File: src/rtl/dwm_pkg.sv
package dwm_pkg;
  typedef enum logic [2:0] {
    CMD_NOP  = 3'd0,
    CMD_ACT  = 3'd1,
    CMD_PRE  = 3'd2,
    CMD_PREA = 3'd3,
    CMD_WR   = 3'd4
  } cmd_e;

  typedef enum logic [1:0] {
    ERR_NONE     = 2'd0,
    ERR_IDLE     = 2'd1,
    ERR_ROW      = 2'd2,
    ERR_ACT_OPEN = 2'd3
  } err_e;
endpackage

File: src/rtl/dwm_bank_table.sv
module dwm_bank_table #(
  parameter int NUM_BANKS = 4,
  parameter int ROW_W     = 13,
  localparam int BANK_W   = (NUM_BANKS > 1) ? $clog2(NUM_BANKS) : 1
) (
  input  logic                       clk_i,
  input  logic                       rst_ni,
  input  logic                       act_en_i,
  input  logic                       pre_en_i,
  input  logic                       prea_en_i,
  input  logic [BANK_W-1:0]          bank_i,
  input  logic [ROW_W-1:0]           row_i,
  output logic [NUM_BANKS-1:0]       active_o,
  output logic [NUM_BANKS*ROW_W-1:0] rows_o
);
  for (genvar b = 0; b < NUM_BANKS; b++) begin : g_bank
    logic             hit;
    logic             valid_q;
    logic [ROW_W-1:0] row_q;

    assign hit = (int'(bank_i) == b);

    always_ff @(posedge clk_i or negedge rst_ni) begin
      if (!rst_ni) begin
        valid_q <= 1'b0;
        row_q   <= '0;
      end else if (prea_en_i || (pre_en_i && hit)) begin
        valid_q <= 1'b0;
      end else if (act_en_i && hit) begin
        valid_q <= 1'b1;
        row_q   <= row_i;
      end
    end

    assign active_o[b]                  = valid_q;
    assign rows_o[b*ROW_W +: ROW_W]     = row_q;
  end
endmodule

File: src/rtl/dwm_cmd_check.sv
module dwm_cmd_check
  import dwm_pkg::*;
#(
  parameter int NUM_BANKS = 4,
  parameter int ROW_W     = 13,
  localparam int BANK_W   = (NUM_BANKS > 1) ? $clog2(NUM_BANKS) : 1
) (
  input  logic [2:0]                 cmd_i,
  input  logic [BANK_W-1:0]          bank_i,
  input  logic [ROW_W-1:0]           row_i,
  input  logic [NUM_BANKS-1:0]       active_i,
  input  logic [NUM_BANKS*ROW_W-1:0] rows_i,
  output logic                       act_en_o,
  output logic                       pre_en_o,
  output logic                       prea_en_o,
  output logic                       wr_ok_o,
  output err_e                       err_o
);
  logic             bank_ok;
  logic             open;
  logic [ROW_W-1:0] open_row;
  cmd_e             cmd;

  assign cmd     = cmd_e'(cmd_i);
  assign bank_ok = (int'(bank_i) < NUM_BANKS);

  always_comb begin
    open     = 1'b0;
    open_row = '0;
    for (int b = 0; b < NUM_BANKS; b++) begin
      if (bank_ok && int'(bank_i) == b) begin
        open     = active_i[b];
        open_row = rows_i[b*ROW_W +: ROW_W];
      end
    end
  end

  always_comb begin
    act_en_o  = 1'b0;
    pre_en_o  = 1'b0;
    prea_en_o = 1'b0;
    wr_ok_o   = 1'b0;
    err_o     = ERR_NONE;
    unique case (cmd)
      CMD_ACT: begin
        if (open) err_o    = ERR_ACT_OPEN;
        else      act_en_o = bank_ok;
      end
      CMD_PRE:  pre_en_o  = 1'b1;
      CMD_PREA: prea_en_o = 1'b1;
      CMD_WR: begin
        if (!open)                 err_o   = ERR_IDLE;
        else if (row_i != open_row) err_o  = ERR_ROW;
        else                       wr_ok_o = 1'b1;
      end
      default: ;
    endcase
  end
endmodule

File: src/rtl/dwm_burst_tracker.sv
module dwm_burst_tracker #(
  parameter int BURST_LEN = 8,
  localparam int CNT_W    = (BURST_LEN > 1) ? $clog2(BURST_LEN) : 1
) (
  input  logic clk_i,
  input  logic rst_ni,
  input  logic wr_ok_i,
  output logic intr_o
);
  localparam logic [CNT_W-1:0] RELOAD = CNT_W'(BURST_LEN - 1);

  logic [CNT_W-1:0] beats_q;
  logic             busy;

  assign busy = (beats_q != '0);

  always_ff @(posedge clk_i or negedge rst_ni) begin
    if (!rst_ni) begin
      beats_q <= '0;
      intr_o  <= 1'b0;
    end else begin
      intr_o <= wr_ok_i && busy;
      if (wr_ok_i)   beats_q <= RELOAD;
      else if (busy) beats_q <= beats_q - 1'b1;
    end
  end
endmodule

File: src/rtl/dram_wr_legality_mon.sv
module dram_wr_legality_mon
  import dwm_pkg::*;
#(
  parameter int NUM_BANKS = 4,
  parameter int ROW_W     = 13,
  parameter int BURST_LEN = 8,
  localparam int BANK_W   = (NUM_BANKS > 1) ? $clog2(NUM_BANKS) : 1
) (
  input  logic                       clk_i,
  input  logic                       rst_ni,
  input  logic [2:0]                 cmd_i,
  input  logic [BANK_W-1:0]          bank_i,
  input  logic [ROW_W-1:0]           row_i,
  output logic                       err_o,
  output logic [1:0]                 err_code_o,
  output logic                       intr_o,
  output logic [NUM_BANKS-1:0]       bank_active_o,
  output logic [NUM_BANKS*ROW_W-1:0] bank_row_o
);
  logic act_en, pre_en, prea_en, wr_ok;
  err_e err_d;

  dwm_cmd_check #(.NUM_BANKS(NUM_BANKS), .ROW_W(ROW_W)) u_check (
    .cmd_i     (cmd_i),
    .bank_i    (bank_i),
    .row_i     (row_i),
    .active_i  (bank_active_o),
    .rows_i    (bank_row_o),
    .act_en_o  (act_en),
    .pre_en_o  (pre_en),
    .prea_en_o (prea_en),
    .wr_ok_o   (wr_ok),
    .err_o     (err_d)
  );

  dwm_bank_table #(.NUM_BANKS(NUM_BANKS), .ROW_W(ROW_W)) u_table (
    .clk_i     (clk_i),
    .rst_ni    (rst_ni),
    .act_en_i  (act_en),
    .pre_en_i  (pre_en),
    .prea_en_i (prea_en),
    .bank_i    (bank_i),
    .row_i     (row_i),
    .active_o  (bank_active_o),
    .rows_o    (bank_row_o)
  );

  dwm_burst_tracker #(.BURST_LEN(BURST_LEN)) u_burst (
    .clk_i   (clk_i),
    .rst_ni  (rst_ni),
    .wr_ok_i (wr_ok),
    .intr_o  (intr_o)
  );

  always_ff @(posedge clk_i or negedge rst_ni) begin
    if (!rst_ni) begin
      err_o      <= 1'b0;
      err_code_o <= ERR_NONE;
    end else begin
      err_o      <= (err_d != ERR_NONE);
      err_code_o <= err_d;
    end
  end
endmodule

File: config.mk
export PLATFORM = sky130hd
export DESIGN_NAME = dram_wr_legality_mon
export DESIGN_NICKNAME = d
export VERILOG_FILES = /design/src/rtl/dwm_pkg.sv /design/src/rtl/dwm_bank_table.sv /design/src/rtl/dwm_cmd_check.sv /design/src/rtl/dwm_burst_tracker.sv /design/src/rtl/dram_wr_legality_mon.sv
export SDC_FILE = /design/constraint.sdc
export NUM_CORES = 1
export LEC_CHECK = 0
export ABC_AREA = 1
export BUFFER_PORTS_ARGS = -buffer_cell sky130_fd_sc_hd__buf_2
export CAP_MARGIN = 25
export CORE_ASPECT_RATIO = 1.1
export CORE_MARGIN = 4
export CORE_UTILIZATION = 45
export CTS_CLUSTER_DIAMETER = 30
export DETAILED_ROUTE_END_ITERATION = 10
export PLACE_DENSITY = 0.69
export SYNTH_ARGS = -nofsm -noshare
export SYNTH_HDL_FRONTEND = slang
export SYNTH_SLANG_ARGS = --single-unit
File: constraint.sdc
create_clock -name clk_i -period 1.3 [get_ports clk_i]
set_input_delay 0.065 -clock clk_i [delete_from_list [all_inputs] [get_ports clk_i]]
set_output_delay 0.065 -clock clk_i [all_outputs]
set_load 0.01 [all_outputs]
# == Yosys cells after proc, flatten, opt, wreduce, memory -nomap -nowiden ==
# Cells that the tools add are included.
# word_totals
out_inout_bits,60
inputBits,20
register_bits,63
word_cells,79
# classes
n_reduce_logical,25
n_mux,29
n_addsub,1
bitwise_logic,4
eq_ne,8
# ops
op,count
$mux W13,4
$mux W1,19
$ne A13 B13 Y1,1
$reduce_bool A2 Y1,6
$logic_and A1 B1 Y1,9
$reduce_and A2 Y1,4
$eq A3 B2 Y1 const B,2
$mux W2,3
$mux W3,2
$eq A2 B2 Y1 const B,2
$logic_or A1 B1 Y1,4
$not A1 Y1,4
$pmux W2 S2,1
$eq A3 B1 Y1 const B,1
$eq A3 B3 Y1 const B,1
$reduce_bool A3 Y1,1
$sub A3 B1 Y3 const B,1
$eq A2 B1 Y1 const B,1
$logic_not A2 Y1,1

# == Longest topological paths before layout ==
# depth
depth_word,10
mapped_depth,14
ltp_nobuf,14

# == Cells and area by module ==
# A second synthesis with hierarchy kept.
# hier_totals
hier_cells,471
hier_area_um2,3494.6
# modules_own_cells
module,cells_each,seq_area_each_um2,n_inst,area_per_inst_um2
dwm_bank_table,267,1401.3,1,2416.1
dwm_cmd_check,174,0.0,1,793.3
dwm_burst_tracker,24,100.1,1,198.9
dram_wr_legality_mon,6,75.1,1,86.3

# == Worst setup path before layout ==
# No wires, ideal clock.
# synth_path
path_type,register to register
start,reg u_table.g_bank[1].row_q[0]
end,reg err_code_o[1]
setup_ps,118
path_slack_ps,-91
arrival_time_ps,1273
synth_period_minus_slack_ps,1391
stages_incl_launch_ff,10
n_path_buf,0
t_required_ps,1182
path_cell_list,dfrtp_1 or2_2 nand3_1 nand3_1 nand2_1 nand3_1 nor2_2 nand2_1 nand2_1 nand2_1
# synth_via
elab_chain_cells,7
# synth_rtl
item,line_no,source
start: declaration,dwm_bank_table.sv:19,logic [ROW_W-1:0] row_q;
start signal: assignment,dwm_bank_table.sv:31,row_q <= row_i;
$mux W13 (3 in a row),dwm_cmd_check.sv:31,if (bank_ok && int'(bank_i) == b) begin
$ne A13 B13 Y1,dwm_cmd_check.sv:53,else if (row_i != open_row) err_o = ERR_ROW;
$mux W2,dwm_cmd_check.sv:53,
$mux W2,dwm_cmd_check.sv:52,if (!open) err_o = ERR_IDLE;
$pmux W2 S2,dwm_cmd_check.sv:44,unique case (cmd)
via err_d[1],dram_wr_legality_mon.sv:21,err_e err_d;
end signal: assignment,dram_wr_legality_mon.sv:61,err_code_o <= err_d;
end: declaration,dram_wr_legality_mon.sv:15,"output logic [1:0] err_code_o,"
# The timed path passes the listed nets, and every way through them passes these cells.
# A chain may end at the register's enable or synchronous reset.

# == Worst setup path after layout ==
# layout_path
start,reg u_table.g_bank[1].valid_q
end,reg u_table.g_bank[1].row_q[6]
# layout_via
elab_chain_cells,7
# layout_rtl
item,line_no,source
start: declaration,dwm_bank_table.sv:18,logic valid_q;
start signal: assignment,dwm_bank_table.sv:25,valid_q <= 1'b0;
start signal: assignment,dwm_bank_table.sv:28,valid_q <= 1'b0;
start signal: assignment,dwm_bank_table.sv:30,valid_q <= 1'b1;
$mux W1 (3 in a row),dwm_cmd_check.sv:31,
$mux W1,dwm_cmd_check.sv:46,if (open) err_o = ERR_ACT_OPEN;
$mux W1,dwm_cmd_check.sv:44,
$logic_and A1 B1 Y1,dwm_bank_table.sv:29,end else if (act_en_i && hit) begin
$reduce_and A2 Y1 (no line),-,
# Every way passes these cells.

==> metrics.txt <==
antenna violations before repair=0; total CTS buffers=9; cell with the most instances after synthesis=nand2_1; setup violators final=48; Syn Area/Cell=7.995 sq um; crit path kind=flip-flop to flip-flop; status=finished with violations; CTS root buf=clkbuf_8; routed len/inst=between 15 and 20 microns; Max FO, Critical Path=6; fillcell total=516; Overall Global Routing Usage=23.87%; grt ovf=0; Antenna Violating Nets Remaining=0; f_max=662.4 MHz; number of port buffers=between 70 and 80; CTS sink cnt=between 60 and 70; top cells by count, synth=nand2_1, dfrtp_1, o21ai_0; via count=about 3400; die height=96.75 microns; drt total wl=10420 microns; Die Wd=between 80 and 90 microns; Worst-Skew Late Latency=0.34 ns; Yosys reg bits=63; critical path arrival=roughly 1.7 ns; Final Hold Vio Count=0; Worst Max-Slew Pin Slew=~0.45 ns; final setup margin=-0.2097 ns; VDD IR max=a little over 0.0009 V; ANT cells=0; Hold Crit Class=input pin to flip-flop; failing checks=negative setup slack; vias in the first global route=around 3300; global-route wire length before repair=roughly 16000 microns; Starting Density=between 40 and 50%; DPL Wire Length=approximately 6600 microns; cell leakage power=about 2.7 nW; CTS tree=built; Final nets=between 500 and 600; fin cells=650; CTS Buffer Depth=2; Die ar.=approximately 8600 sq um; post-synth cell types=33; top post-synthesis cells by area=dfrtp_1, nand2_1, o21ai_0, nand3_1, inv_1; Cells after DPL=about 620; gpl congestion=around 0.89; row cnt=32; Gate Count Post-Synth=between 400 and 500; Critical Path End Type=flip-flop; Top FF cell, synth=dfrtp_1; CORE AREA=roughly 7000 sq um; Sum Neg Setup Slack=-8.411 ns; fin crit share=116.1%; number of synthesis warnings=0; DR vias/cell=roughly 5.2; top-area cell type share of the netlist area=about half; Slew headroom=between 60% and 70%; power density over the cells=approximately 1500 nW/um^2; post-synth net total=425; First-pass DRT Iterations=7; startpoint type of the worst setup path=flip-flop; Starting DRT DRC Count=233; post-synthesis cell area=about 3200 sq um; sequential area share after synthesis=48.93%; Max-Cap Viols=0; number of enable flip-flop cells after synthesis=0; Max Clock Skew=around 0.005 ns; Worst EP required=1.52 ns; ys async rst share=100.0%; DRC violations left=0; share of cells above drive strength 1=47.26%; RSZ-0062 raised after global routing=yes; Top Ports=80; area leader, netlist=dfrtp_1; largest net degree at the start of global routing=24; Pins Over Slew Limit=0; Layout area overhead=54.14%; r2r setup slk=-0.21 ns; H-tree levels=3; Worst-path clk slew=0.07 ns; Min Clock Period, post-route=~1.5 ns
[flip-flops by register name, indices dropped and copies added, names as in the netlist]
name	count
u_table.g_bank.valid_q	4
u_table.g_bank.row_q	52
u_burst.intr_o	1
err_o	1
err_code_o	2
u_burst.beats_q	3
[power by group]
part	switching (mW)	internal [mW]	leakage [nW]
Sequential	0.322	2.43	0.809
Clock	0.775	0.970	0.105
Combinational	1.46	1.41	1.75
[layer usage]
metal  share of wire (%)  vias to the layer above  GRT usage, %
li1                    -                     1605             -
met1                  42                     1611         31.51
met2                  50                      114         38.23
met3                 5.4                       20         4.259
met4                 2.2                        0         9.651
met5                   0                        -             0
[per-stage QoR]
stage | power, mW | instance area, sq um | utilization, % | setup WS (ns) | hold slack [ns]
final | 7.368 | 4966 | 70.88 | -0.2097 | 0.05123
after global routing | 7.826 | 4966 | 70.88 | -0.3060 | 0.07144
after CTS | 6.989 | 4581 | 65.38 | -0.1402 | 0.04113
after detailed placement | 5.150 | 4215 | 60.16 | -0.2680 | 0.03518
after floorplan | 3.888 | 3242 | - | -0.01354 | -0.2306
after global placement | 5.072 | 4215 | 60.16 | -0.2115 | 0.02564
[final timing paths]
| check | start | end | cells after the start |
|---|---|---|---|
| worst max-delay path | u_table.g_bank[1].valid_q$_DFFE_PN0P_ | u_table.g_bank[1].row_q[6]$_DFFE_PN0P_ | 8 |
| worst min-delay path | cmd_i[0] | u_table.g_bank[0].valid_q$_DFFE_PN0P_ | 4 |
| worst max register to register | u_table.g_bank[1].valid_q$_DFFE_PN0P_ | u_table.g_bank[1].row_q[6]$_DFFE_PN0P_ | 8 |
| worst min register to register | u_table.g_bank[3].row_q[7]$_DFFE_PN0P_ | u_table.g_bank[3].row_q[7]$_DFFE_PN0P_ | 2 |
| max in group asynchronous | rst_ni | u_table.g_bank[2].row_q[3]$_DFFE_PN0P_ | 3 |
| min in group asynchronous | rst_ni | u_table.g_bank[1].row_q[6]$_DFFE_PN0P_ | 2 |
[timing repair]
item	4_1_cts	5_1_grt
hold endpoints to repair	14	0
setup buffers	6	4
pin swaps	7	8
gates resized for setup	30	109
endpoints found under the setup margin	48	52
cloned	2	4
hold buffers	1	0
[layout make-up]
type	instances	area [sq um]	share of cell area, %
clock buffers	11	151.4	3.049
clock inverters	4	45.04	0.9070
multi-input cells	281	1674	33.71
inverters	43	161.4	3.250
repair buffers	163	1251	25.20
well taps	85	106.4	2.142
flip-flops and latches	63	1577	31.75
[logic make-up after synthesis]
logic type / synth area share (%)
compound gates: 12.35
xor+xnor: 0.2719
simple gates: 28.35
flops: 48.93
fa+ha+maj: 0.7766
buf+inv: 9.320
[critical path: stages (launching register included)]
cell and delay, ns:
dfrtp_1 0.39, o21ai_2 0.20, a31oi_4 0.11, inv_2 0.10, buf_6 0.11, nand3_4 0.14
clkbuf_16 0.24, nand2_2 0.06, o21ai_1 0.05
[cell usage in the layout, fill, tap and decap left out, drive strengths merged, types with 3 or more instances in the layout]
master,n
nand3,33
dfrtp,63
nand3b,3
nor2,16
clkbuf,14
o21ai,65
clkinv,4
inv,42
a21oi,6
or2,6
nand2,143
buf,159
Power figures use the tool's default switching activity.
